<file path="config.mk">
export PLATFORM = sky130hd
export DESIGN_NAME = frac_dpram
export DESIGN_NICKNAME = d
export VERILOG_FILES = /design/src/rtl/frac_ram_pkg.sv /design/src/rtl/frac_addr_map.sv /design/src/rtl/frac_store.sv /design/src/rtl/frac_read_steer.sv /design/src/rtl/frac_dpram.sv
export SDC_FILE = /design/constraint.sdc
export NUM_CORES = 1
export LEC_CHECK = 0
export ABC_CLOCK_PERIOD_IN_PS = 2950
export BUFFER_PORTS_ARGS = -buffer_cell sky130_fd_sc_hd__buf_2
export CAP_MARGIN = 20
export CORE_MARGIN = 2
export CORE_UTILIZATION = 43
export DETAILED_ROUTE_END_ITERATION = 8
export HOLD_SLACK_MARGIN = 0.12
export SYNTH_ARGS = -nofsm -noshare
export SYNTH_HDL_FRONTEND = slang
export SYNTH_SLANG_ARGS = --single-unit
</file>
<file path="constraint.sdc">
create_clock -name clk -period 2.95 [get_ports clk]
set_input_delay 0.4425 -clock clk [delete_from_list [all_inputs] [get_ports clk]]
set_output_delay 0.4425 -clock clk [all_outputs]
set_load 0.005 [all_outputs]
</file>
<file path="src/rtl/frac_ram_pkg.sv">
package frac_ram_pkg;

    // Shape of the storage array, driven from static configuration.
    typedef enum logic {
        SHAPE_NARROW = 1'b0,
        SHAPE_WIDE   = 1'b1
    } shape_e;

    // The array always fractures into exactly two lanes.
    localparam int unsigned LANES = 2;

endpackage

</file>
<file path="src/rtl/frac_addr_map.sv">
module frac_addr_map
    import frac_ram_pkg::*;
#(
    parameter int unsigned ROW_AW = 7,
    parameter int unsigned DATA_W = 8,
    localparam int unsigned AW    = ROW_AW + 1,
    localparam int unsigned NIB_W = DATA_W / LANES
) (
    input  logic              clk,
    input  logic              rst_n,
    input  shape_e            shape,
    input  logic              wr_en,
    input  logic [AW-1:0]     wr_addr,
    input  logic [DATA_W-1:0] wr_data,
    input  logic [AW-1:0]     rd_addr,
    output logic [ROW_AW-1:0] wr_row,
    output logic [LANES-1:0]  lane_we,
    output logic [DATA_W-1:0] wr_word,
    output logic [ROW_AW-1:0] rd_row,
    output logic              rd_lane
);

    logic wr_lane;

    always_comb begin
        wr_row  = wr_addr[ROW_AW-1:0];
        rd_row  = rd_addr[ROW_AW-1:0];
        wr_lane = wr_addr[AW-1];
        rd_lane = rd_addr[AW-1];
    end

    // Per-lane write enables and lane data: narrow replicates the low nibble.
    for (genvar g = 0; g < LANES; g++) begin : g_lane
        always_comb begin
            if (shape == SHAPE_WIDE) begin
                lane_we[g]                   = wr_en;
                wr_word[g*NIB_W +: NIB_W]    = wr_data[g*NIB_W +: NIB_W];
            end else begin
                lane_we[g]                   = wr_en && (wr_lane == g[0]);
                wr_word[g*NIB_W +: NIB_W]    = wr_data[NIB_W-1:0];
            end
        end
    end

    // no lane is enabled without a write request
    p_no_we_r9: assert property (@(posedge clk) disable iff (!rst_n)
        !wr_en |-> (lane_we == '0));

    // a narrow write enables exactly one lane
    p_one_lane_r6: assert property (@(posedge clk) disable iff (!rst_n)
        (wr_en && shape == SHAPE_NARROW) |-> ($countones(lane_we) == 1));

    // a wide write enables every lane
    p_all_lanes_r2: assert property (@(posedge clk) disable iff (!rst_n)
        (wr_en && shape == SHAPE_WIDE) |-> (&lane_we));

endmodule

</file>
<file path="src/rtl/frac_store.sv">
module frac_store
    import frac_ram_pkg::*;
#(
    parameter int unsigned ROW_AW = 7,
    parameter int unsigned DATA_W = 8,
    localparam int unsigned ROWS  = 1 << ROW_AW,
    localparam int unsigned NIB_W = DATA_W / LANES
) (
    input  logic              clk,
    input  logic [ROW_AW-1:0] wr_row,
    input  logic [LANES-1:0]  lane_we,
    input  logic [DATA_W-1:0] wr_word,
    input  logic [ROW_AW-1:0] rd_row,
    output logic [DATA_W-1:0] rd_word
);

    // One bank per lane so each lane is written by its own process.
    for (genvar g = 0; g < LANES; g++) begin : g_bank
        logic [NIB_W-1:0] bank_q [ROWS];

        always_ff @(posedge clk) begin
            if (lane_we[g]) begin
                bank_q[wr_row] <= wr_word[g*NIB_W +: NIB_W];
            end
        end

        // Asynchronous array read; the top registers it (read-before-write).
        assign rd_word[g*NIB_W +: NIB_W] = bank_q[rd_row];
    end

endmodule

</file>
<file path="src/rtl/frac_read_steer.sv">
module frac_read_steer
    import frac_ram_pkg::*;
#(
    parameter int unsigned DATA_W = 8,
    localparam int unsigned NIB_W = DATA_W / LANES
) (
    input  shape_e            shape,
    input  logic              rd_lane,
    input  logic [DATA_W-1:0] rd_word,
    output logic [DATA_W-1:0] rd_val
);

    always_comb begin
        rd_val = '0;
        if (shape == SHAPE_WIDE) begin
            rd_val = rd_word;
        end else begin
            rd_val[NIB_W-1:0] = rd_lane ? rd_word[NIB_W +: NIB_W]
                                        : rd_word[NIB_W-1:0];
        end
    end

endmodule

</file>
<file path="src/rtl/frac_dpram.sv">
module frac_dpram
    import frac_ram_pkg::*;
#(
    parameter int unsigned ROW_AW = 7,
    parameter int unsigned DATA_W = 8,
    localparam int unsigned AW    = ROW_AW + 1,
    localparam int unsigned NIB_W = DATA_W / LANES
) (
    input  logic              clk,
    input  logic              rst_n,
    input  logic              cfg_wide,
    input  logic              wr_en,
    input  logic [AW-1:0]     wr_addr,
    input  logic [DATA_W-1:0] wr_data,
    input  logic              rd_en,
    input  logic [AW-1:0]     rd_addr,
    output logic [DATA_W-1:0] rd_data
);

    typedef struct packed {
        logic [DATA_W-1:0] rd_data;
    } out_state_t;

    shape_e            shape;
    logic [ROW_AW-1:0] wr_row;
    logic [ROW_AW-1:0] rd_row;
    logic [LANES-1:0]  lane_we;
    logic [DATA_W-1:0] wr_word;
    logic [DATA_W-1:0] rd_word;
    logic [DATA_W-1:0] rd_val;
    logic              rd_lane;
    out_state_t        st_d;
    out_state_t        st_q;

    assign shape = cfg_wide ? SHAPE_WIDE : SHAPE_NARROW;

    frac_addr_map #(.ROW_AW(ROW_AW), .DATA_W(DATA_W)) u_map (
        .clk     (clk),
        .rst_n   (rst_n),
        .shape   (shape),
        .wr_en   (wr_en),
        .wr_addr (wr_addr),
        .wr_data (wr_data),
        .rd_addr (rd_addr),
        .wr_row  (wr_row),
        .lane_we (lane_we),
        .wr_word (wr_word),
        .rd_row  (rd_row),
        .rd_lane (rd_lane)
    );

    frac_store #(.ROW_AW(ROW_AW), .DATA_W(DATA_W)) u_store (
        .clk     (clk),
        .wr_row  (wr_row),
        .lane_we (lane_we),
        .wr_word (wr_word),
        .rd_row  (rd_row),
        .rd_word (rd_word)
    );

    frac_read_steer #(.DATA_W(DATA_W)) u_steer (
        .shape   (shape),
        .rd_lane (rd_lane),
        .rd_word (rd_word),
        .rd_val  (rd_val)
    );

    always_comb begin
        st_d = st_q;
        if (rd_en) begin
            st_d.rd_data = rd_val;
        end
    end

    always_ff @(posedge clk or negedge rst_n) begin
        if (!rst_n) begin
            st_q <= '0;
        end else begin
            st_q <= st_d;
        end
    end

    assign rd_data = st_q.rd_data;

    // output holds while no read is sampled
    p_hold_r7: assert property (@(posedge clk) disable iff (!rst_n)
        !rd_en |=> $stable(rd_data));

    // a narrow read leaves the upper lane of the output at zero
    p_upper_zero_r4: assert property (@(posedge clk) disable iff (!rst_n)
        ($past(rd_en) && !$past(cfg_wide)) |-> (rd_data[DATA_W-1:NIB_W] == '0));

endmodule

</file>
## Word level (Yosys, flattened, before mapping)

Memory sizes are Yosys's and may differ from the RTL's.
Index checks and enable logic that the tools add are counted.

| operators by class | value |
|---|---|
| mux-type cells | 11 |
| reduce and logical (&&, ||, !) cells | 2 |
| bitwise operators | 1 |

Operators by type and width:

| kind | count |
|---|---|
| 4-bit two-way mux | 4 |
| 1-bit two-way mux | 7 |
| 1-bit logical AND | 2 |
| 1-bit inverter | 1 |

| storage, ports and cells | value |
|---|---|
| memories | 2 |
| bits in registers | 8 |
| input port bits | 29 |
| memory bits (writable) | 1024 |

Memories:

| name | depth | width | read ports | clocked after memory_dff | wr ports | RTL line | source |
|---|---|---|---|---|---|---|---|
| u_store.g_bank[0].bank_q | 128 | 4 | 1 | 0 | 1 | frac_store.sv:19 | `logic [NIB_W-1:0] bank_q [ROWS];` |
| u_store.g_bank[1].bank_q | 128 | 4 | 1 | 0 | 1 | frac_store.sv:19 |  |

## Longest topological paths before layout

Gate-level depths: netlist (run 1).

| logic depth | value |
|---|---|
| word-level depth | 5 |
| mapped depth | 12 |
| mapped depth without buffers | 7 |

## By module

A second synthesis (run 1) with hierarchy kept.

| second synthesis, totals | value |
|---|---|
| cell total of the unflattened synthesis | 1828 |
| area total of the unflattened synthesis | 40692.8 µm² |

By module, submodules not included:

| module | area an instance (µm²) | times used | cells each | sequential area each (µm²) |
|---|---|---|---|---|
| frac_store | 40050.9 | 1 | 1776 | 30749.5 |
| frac_dpram | 331.6 | 1 | 17 | 200.2 |
| frac_addr_map | 206.4 | 1 | 26 | 0.0 |
| frac_read_steer | 103.8 | 1 | 9 | 0.0 |

## Worst setup path after synthesis (run 1)

No wires, ideal clock.

| timing path | value |
|---|---|
| path type | input -> register |
| from | in rd_addr[0] |
| to | reg st_q, in the netlist rd_data[0] |
| path slack | 0.595 ns |
| stages on the path | 8 |
| arrival time | 2.232 ns |
| buffers on the path | 3 |
| cell sequence | buf_6 buf_12 buf_12 mux4_2 mux4_2 a22oi_1 nand4_1 o221a_2 |

| on the way | value |
|---|---|
| cells in the longest elaborated chain, start to end | 3 |
| elaborated cells on any way between the ends | 4 |
| those cells by class | mux: 2; memory: 2 |

Ends and longest elaborated chain:

| element | RTL line | source |
|---|---|---|
| from (decl) | frac_dpram.sv:16 | `input logic [AW-1:0] rd_addr,` |
| memory 128 x 4 bit | - |  |
| 4-bit two-way mux | frac_read_steer.sv:18 | `rd_val[NIB_W-1:0] = rd_lane ? rd_word[NIB_W +: NIB_W]` |
| 4-bit two-way mux * | frac_read_steer.sv:15 | `if (shape == SHAPE_WIDE) begin` |
| to (signal assigned) | frac_dpram.sv:79 | `st_q <= st_d;` |
| to (decl) | frac_dpram.sv:33 | `out_state_t st_q;` |

Mark *: on every way between the ends. The rest lies on a longest branch, timed or not.
A chain may end at the register's enable or synchronous reset.

## Final worst setup path (run 1)

| timing path | value |
|---|---|
| from | mem u_store.g_bank[1].bank_q[111][0] (netlist bit) |
| to | reg st_q, in the netlist rd_data[0] |

| on the way | value |
|---|---|
| cells in the longest elaborated chain, start to end | 3 |

Ends and longest elaborated chain:

| element | RTL line |
|---|---|
| from (decl) | frac_store.sv:19 |
| memory 128 x 4 bit | - |
| 4-bit two-way mux | frac_read_steer.sv:18 |
| 4-bit two-way mux | frac_read_steer.sv:15 |

Every way passes these cells.

==> impl_metrics.json, run 1 <==
{
  "placed_cell_area_sq_um": 43630,
  "comb_power_share_pct": 5.8,
  "ys_seq_area_share_pct": 74.92,
  "power_density_nw_per_um2": 653.3,
  "cp-start-kind": "register",
  "drive_above_1_share_pct": 22.33,
  "synth_edf_count": 1024,
  "cts_buffers": 101,
  "fillers": 7681,
  "worst_pin_slew_ns": 0.9167,
  "period_needed_ns": 2.314,
  "setup_viol": 0,
  "ys_ff_latch": 1032,
  "critPathArrivalTime_ns": 2.87,
  "status": "complete, no violations",
  "cts-resized-gates": 0,
  "p_switching_uw": 6541,
  "tritoncts": "built",
  "nets": 2357,
  "dp_hpwl_mm": 64.00,
  "maxCapViolCount": 0,
  "end_kind": "register",
  "path_max_fanout": 2,
  "synth_top_area_share_pct": 74.44,
  "clk_latency_ns": 0.67,
  "r2r_cells": 8,
  "drtPass1Iterations": 6,
  "placementRows": 113,
  "synthToLayoutAreaGrowth_pct": 13.47,
  "dieHeight_microns": 313.9,
  "ys_async_sr_fraction_pct": 0.7752,
  "seq_area_sq_um": 30950,
  "intPower_uw": 24080,
  "min_path_type": "input port to async pin",
  "place_ws_ns": -0.07894,
  "initial_utilization_pct": 43.41,
  "yosysMostFrequentCell": "edfxtp_1",
  "syn_area_per_cell_sq_um": 18.82,
  "dieArea_sq_um": 98560,
  "switching_share_pct": 21.36,
  "maxSlewHeadroom_pct": 38.89,
  "overflow": 0,
  "grt_pass1_vias": 21740,
  "syn_nets": 2224,
  "cts_setup_buffers": 0,
  "irDropWorstVdd_mv": 0.3958,
  "yosysWarningCount": 0,
  "postSynthCellCount": 2195,
  "io_buffers": 36,
  "grt_usage_pct": 20.41,
  "pwr-share-seq_pct": 53.2,
  "drt-wirelength-per-cell_microns": 27.34,
  "max_freq_ghz": 0.4322,
  "core_area_sq_um": 95150,
  "antenna_found_initial": 7,
  "ys_types": 58,
  "drt_iter0_drc": 2322,
  "vias": 21540,
  "synthTopCellsByArea": "edfxtp_1, mux4_2, mux2i_1",
  "cts_num_sinks": 1032,
  "syn_area_sq_um": 41310,
  "multi_input_area_sq_um": 9473,
  "fin_skew_ns": 0.01967,
  "routed_wl_mm": 100.5,
  "path_clk_slew_ns": 0.06,
  "clockBufferDepth": 3,
  "yosysTopAreaCell": "edfxtp_1",
  "ant_nets": 0,
  "rsz0062_at_grt": "false",
  "hold_violations": 0,
  "viasPerCell": 5.860,
  "final_cell_area_sq_um": 46870,
  "grt_pass1_wl_mm": 147.4,
  "h-tree-depth": 3,
  "synthFlopType": "edfxtp_1",
  "p_leak_uw": 0.01473,
  "clkPwrFrac_pct": 41.1,
  "synth_common_cells": "edfxtp_1, nor2_1, mux4_2",
  "critPathKind": "register to register",
  "gp_congestion": 0.8656,
  "dieWidth_microns": 313.9,
  "drc": 0,
  "io_pins": 37,
  "clockRootBuffer": "clkbuf_16",
  "fin_ws_ns": 0.6362,
  "grt_max_degree": 129,
  "required_ns": 3.51,
  "period_share_pct": 78.43,
  "report.final.slew_viol_count": 0
}
## path summary, 6_finish.rpt
check,from,slack (ns),to
hold / removal,rst_n,0.18,rd_data[5]
hold reg to reg,rd_data[6],0.62,rd_data[6]
max in group asynchronous,rst_n,2.55,rd_data[2]
setup / recovery,u_store.g_bank[1].bank_q[111][0],0.64,rd_data[0]
min in group clk,cfg_wide,0.33,rd_data[6]
setup reg to reg,u_store.g_bank[1].bank_q[111][0],0.64,rd_data[0]
## cells in the final DEF (no fill, tap or decap), types with 16 or more instances in the layout
master     netlist  layout
edfxtp_1      1024    1024
nor2_1         293     293
mux4_2         199     199
mux2i_1        124     124
buf_4            8     103
clkbuf_16        0     102
nand2_1         49      48
o221ai_1        39      39
nand3_1         34      34
o22ai_1         32      32
buf_12           6      32
buf_2           25      30
a22oi_1         28      28
a21oi_1         26      26
clkinv_1         1      24
nor3_1          24      24
o21ai_0         23      23
clkinv_2         0      19
a211oi_1        16      16
## area by class of cell
type | instances | area share, %
diodes | 2 | 0.01068
clock buffers | 117 | 5.565
clock inverters | 67 | 1.303
inverters | 8 | 0.06406
multi-input cells | 1016 | 20.21
flip-flops and latches | 1032 | 66.03
well taps | 1265 | 3.377
repair buffers | 169 | 3.443
## what timing repair did
item,CTS,global route
setup endpoints to repair,0,0
hold buffers,2,0
hold endpoints to repair,10,0
## per-stage QoR
step / hold WS [ns] / TNS, ns / util, % / power [uW] / instances
after CTS: 0.1575 / 0 / 49.26 / 30850 / 3674
after global routing: 0.1817 / 0 / 49.26 / 31470 / 3674
after floorplan: 0.1469 / 0 / - / 17560 / 2195
after global placement: 0.3324 / -0.06268 / 45.85 / 18320 / 3488
after detailed placement: 0.3336 / -0.1091 / 45.85 / 18350 / 3488
final: 0.1764 / 0 / 49.26 / 30620 / 3676
## flip-flops by register name, indices dropped and copies added (netlist names)
name                   flops
rd_data                    8
u_store.g_bank.bank_q   1024
## power groups by stage
stage | registers (uW) | logic (uW) | clock network, uW
6_report | 16300 | 1760 | 12600
5_1_grt | 16300 | 1870 | 13300
4_1_cts | 16300 | 1780 | 12800
3_5_place_dp | 16600 | 1770 | 0
3_3_place_gp | 16600 | 1740 | 0
2_1_floorplan | 16600 | 986 | 0
## cell families after synthesis
| group | after synthesis | synth area share (%) |
|---|---|---|
| buffers and inverters | 147 | 2.193 |
| AOI/OAI and AO/OA | 214 | 3.783 |
| DFF | 1032 | 74.92 |
| muxes | 337 | 14.24 |
| and+or+nand+nor | 465 | 4.865 |
## worst max-delay path, stage by stage (launching register included)
cell and delay [ns]:
edfxtp_1 0.36, mux2i_1 0.26, o22ai_1 0.14, nor2_1 0.35, o21ai_0 0.29, nand4b_1 0.28, nor3_1 0.13, buf_4 0.17
o221a_2 0.24
## per-layer routing
metal  up-vias  part of all wire, %  track usage (%)
met5         -                0.082                0
met4        12                  2.0            5.144
met3       149                  7.9            4.196
met2       867                   47            32.26
met1     11290                   43            29.18
li1       9218                    -                -
Power figures use the tool's default switching activity.
==> run 2, diff against run 1 <==
Settings changed: ABC_CLOCK_PERIOD_IN_PS 2950 to 2300.
Clock period 2.95 ns to 2.3 ns, I/O delays scaled along.
==> run 2 against run 1 <==
Effect of this change:
- sequential power is 28% higher
- first-iteration DRC count increased by 5.6%
- count of clock-buffer cells in the layout increased by 10
- clock power grew 24%
- core utilization up 1.2 points
- worst hold slack lost 0.030 ns
- setup slack got worse by 0.60 ns
- critical path type unchanged
- critical endpoint is now rd_data[1]
==> impl_metrics.json, run 2 (synthesis gave the netlist of run 1 again) <==
{
  "hold_violations": 0,
  "core_area_sq_um": 95150,
  "antenna_found_initial": 8,
  "r2r_cells": 8,
  "timing.setup.tns_ns": 0,
  "io_pins": 37,
  "status": "complete, no violations",
  "ant_nets": 0,
  "dp_hpwl_mm": 67.81,
  "drt-wirelength-per-cell_microns": 27.18,
  "overflow": 0,
  "worst_pin_slew_ns": 0.7032,
  "dieWidth_microns": 313.9,
  "min_path_type": "input port to register",
  "place_ws_ns": -0.6554,
  "r2r_start": "u_store.g_bank[1].bank_q[34][1]",
  "critPathKind": "register to register",
  "max_freq_ghz": 0.4419,
  "h-tree-depth": 3,
  "clockRootBuffer": "clkbuf_16",
  "dieArea_sq_um": 98560,
  "grt_usage_pct": 21.05,
  "path_max_fanout": 2,
  "required_ns": 2.85,
  "grt_pass1_vias": 22610,
  "regToRegEndpoint": "rd_data[1]",
  "cp-startpoint": "u_store.g_bank[1].bank_q[34][1]",
  "maxCapViolCount": 0,
  "cts_num_sinks": 1032,
  "clk_latency_ns": 0.66,
  "fin_skew_ns": 0.02243,
  "routed_wl_mm": 103.3,
  "cts_setup_buffers": 0,
  "drtPass1Iterations": 6,
  "synthToLayoutAreaGrowth_pct": 16.12,
  "fin_ws_ns": 0.03713,
  "io_buffers": 36,
  "drt_iter0_drc": 2451,
  "critPathArrivalTime_ns": 2.82,
  "report.final.slew_viol_count": 0,
  "initial_utilization_pct": 43.41,
  "cts_buffers": 99,
  "irDropWorstVdd_mv": 0.6133,
  "maxSlewHeadroom_pct": 52.62,
  "period_share_pct": 98.39,
  "setup_viol": 0,
  "cp-start-kind": "register",
  "nets": 2489,
  "power_density_nw_per_um2": 812.3,
  "path_clk_slew_ns": 0.06,
  "largest_reg_flops": 1024,
  "grt_pass1_wl_mm": 151.5,
  "layout.cells.most_common_list": "edfxtp_1, nor2_1, buf_4",
  "tritoncts": "built",
  "top_register": "u_store.g_bank.bank_q",
  "vias": 22070,
  "drive_above_1_share_pct": 26.17,
  "drc": 0,
  "final_common_cell": "edfxtp_1",
  "placementRows": 113,
  "p_leak_uw": 0.01540,
  "clockBufferDepth": 3,
  "end_kind": "register",
  "dieHeight_microns": 313.9,
  "viasPerCell": 5.806,
  "endpoint": "rd_data[1]",
  "gp_congestion": 0.8937,
  "period_needed_ns": 2.263,
  "grt_max_degree": 129,
  "r2r_setup_slack_ns": 0.04
}
## run 2: cell types whose count changed in the layout (fill, tap and decap cells not counted), moves of 3 or more
cell        previous run  this run
clkinv_1              24        27
buf_4                103       224
buf_12                32        40
clkbuf_16            102       105
clkinvlp_4             8         0
a2111oi_0              3         0
bufinv_16             10         6
inv_6                  5         0
o21ai_1                2         5
o21ai_0               23        20
clkbuf_1              15        22
clkinv_2              19        13
a221oi_1               9         6
## run 2: layout make-up
type	count	area [sq um]
diodes	3	7.507
clock buffers	127	2710
clock inverters	47	360.3
fillers	7569	47180
inverters	8	30.03
multi-input cells	1016	9575
flip-flops and latches	1032	30950
well taps	1265	1583
repair buffers	303	2753
## run 2: worst max-delay path, cell delays in order (launching register included)
cell and delay [ns]:
edfxtp_1 0.37, mux4_2 0.49, or3_4 0.35, o32ai_2 0.15
a211oi_1 0.07, nand4_1 0.23, nor4_2 0.09, buf_4 0.16
o221a_2 0.24
## run 2: through the flow
stage	utilization (%)	power [uW]	cells	cell area [sq um]	hold slack (ns)
3_3_place_gp	47.01	23690	3620	44730	0.1963
4_1_cts	50.31	39150	3798	47870	0.1207
3_5_place_dp	47.01	23730	3620	44730	0.1955
5_1_grt	50.40	40060	3798	47960	0.1565
2_1_floorplan	-	22520	2195	41310	0.04941
6_report	50.41	38960	3801	47970	0.1463
## run 2: power breakdown
group          internal, uW  switching [uW]
logic                   981            1510
clock network          8910            6690
registers             20800            48.2
## run 2: repair_timing
action | CTS | global route
endpoints found under the setup margin | 5 | 7
hold buffers | 4 | 0
endpoints found under the hold margin | 14 | 0
pin swaps | 3 | 5
resized for setup | 6 | 18
## run 2: worst min path at each step
| stage | slack, ns | to | from | cells past startpoint |
|---|---|---|---|---|
| floorplan | 0.05 | rd_data[0] | rst_n | 0 |
| global placement | 0.20 | rd_data[7] | rst_n | 1 |
| detailed placement | 0.20 | rd_data[1] | rst_n | 1 |
| CTS | 0.12 | rd_data[6] | cfg_wide | 4 |
| global route | 0.16 | u_store.g_bank[0].bank_q[114][0] | wr_data[0] | 1 |
| finish | 0.15 | u_store.g_bank[0].bank_q[114][0] | wr_data[0] | 1 |
## run 2: metal layers
metal,vias up,GRT usage (%),routed length [microns]
met5,-,0,94
met4,12,5.992,2472
met3,166,5.482,9153
met2,974,32.64,48150
met1,11450,29.58,43450
li1,9467,-,-
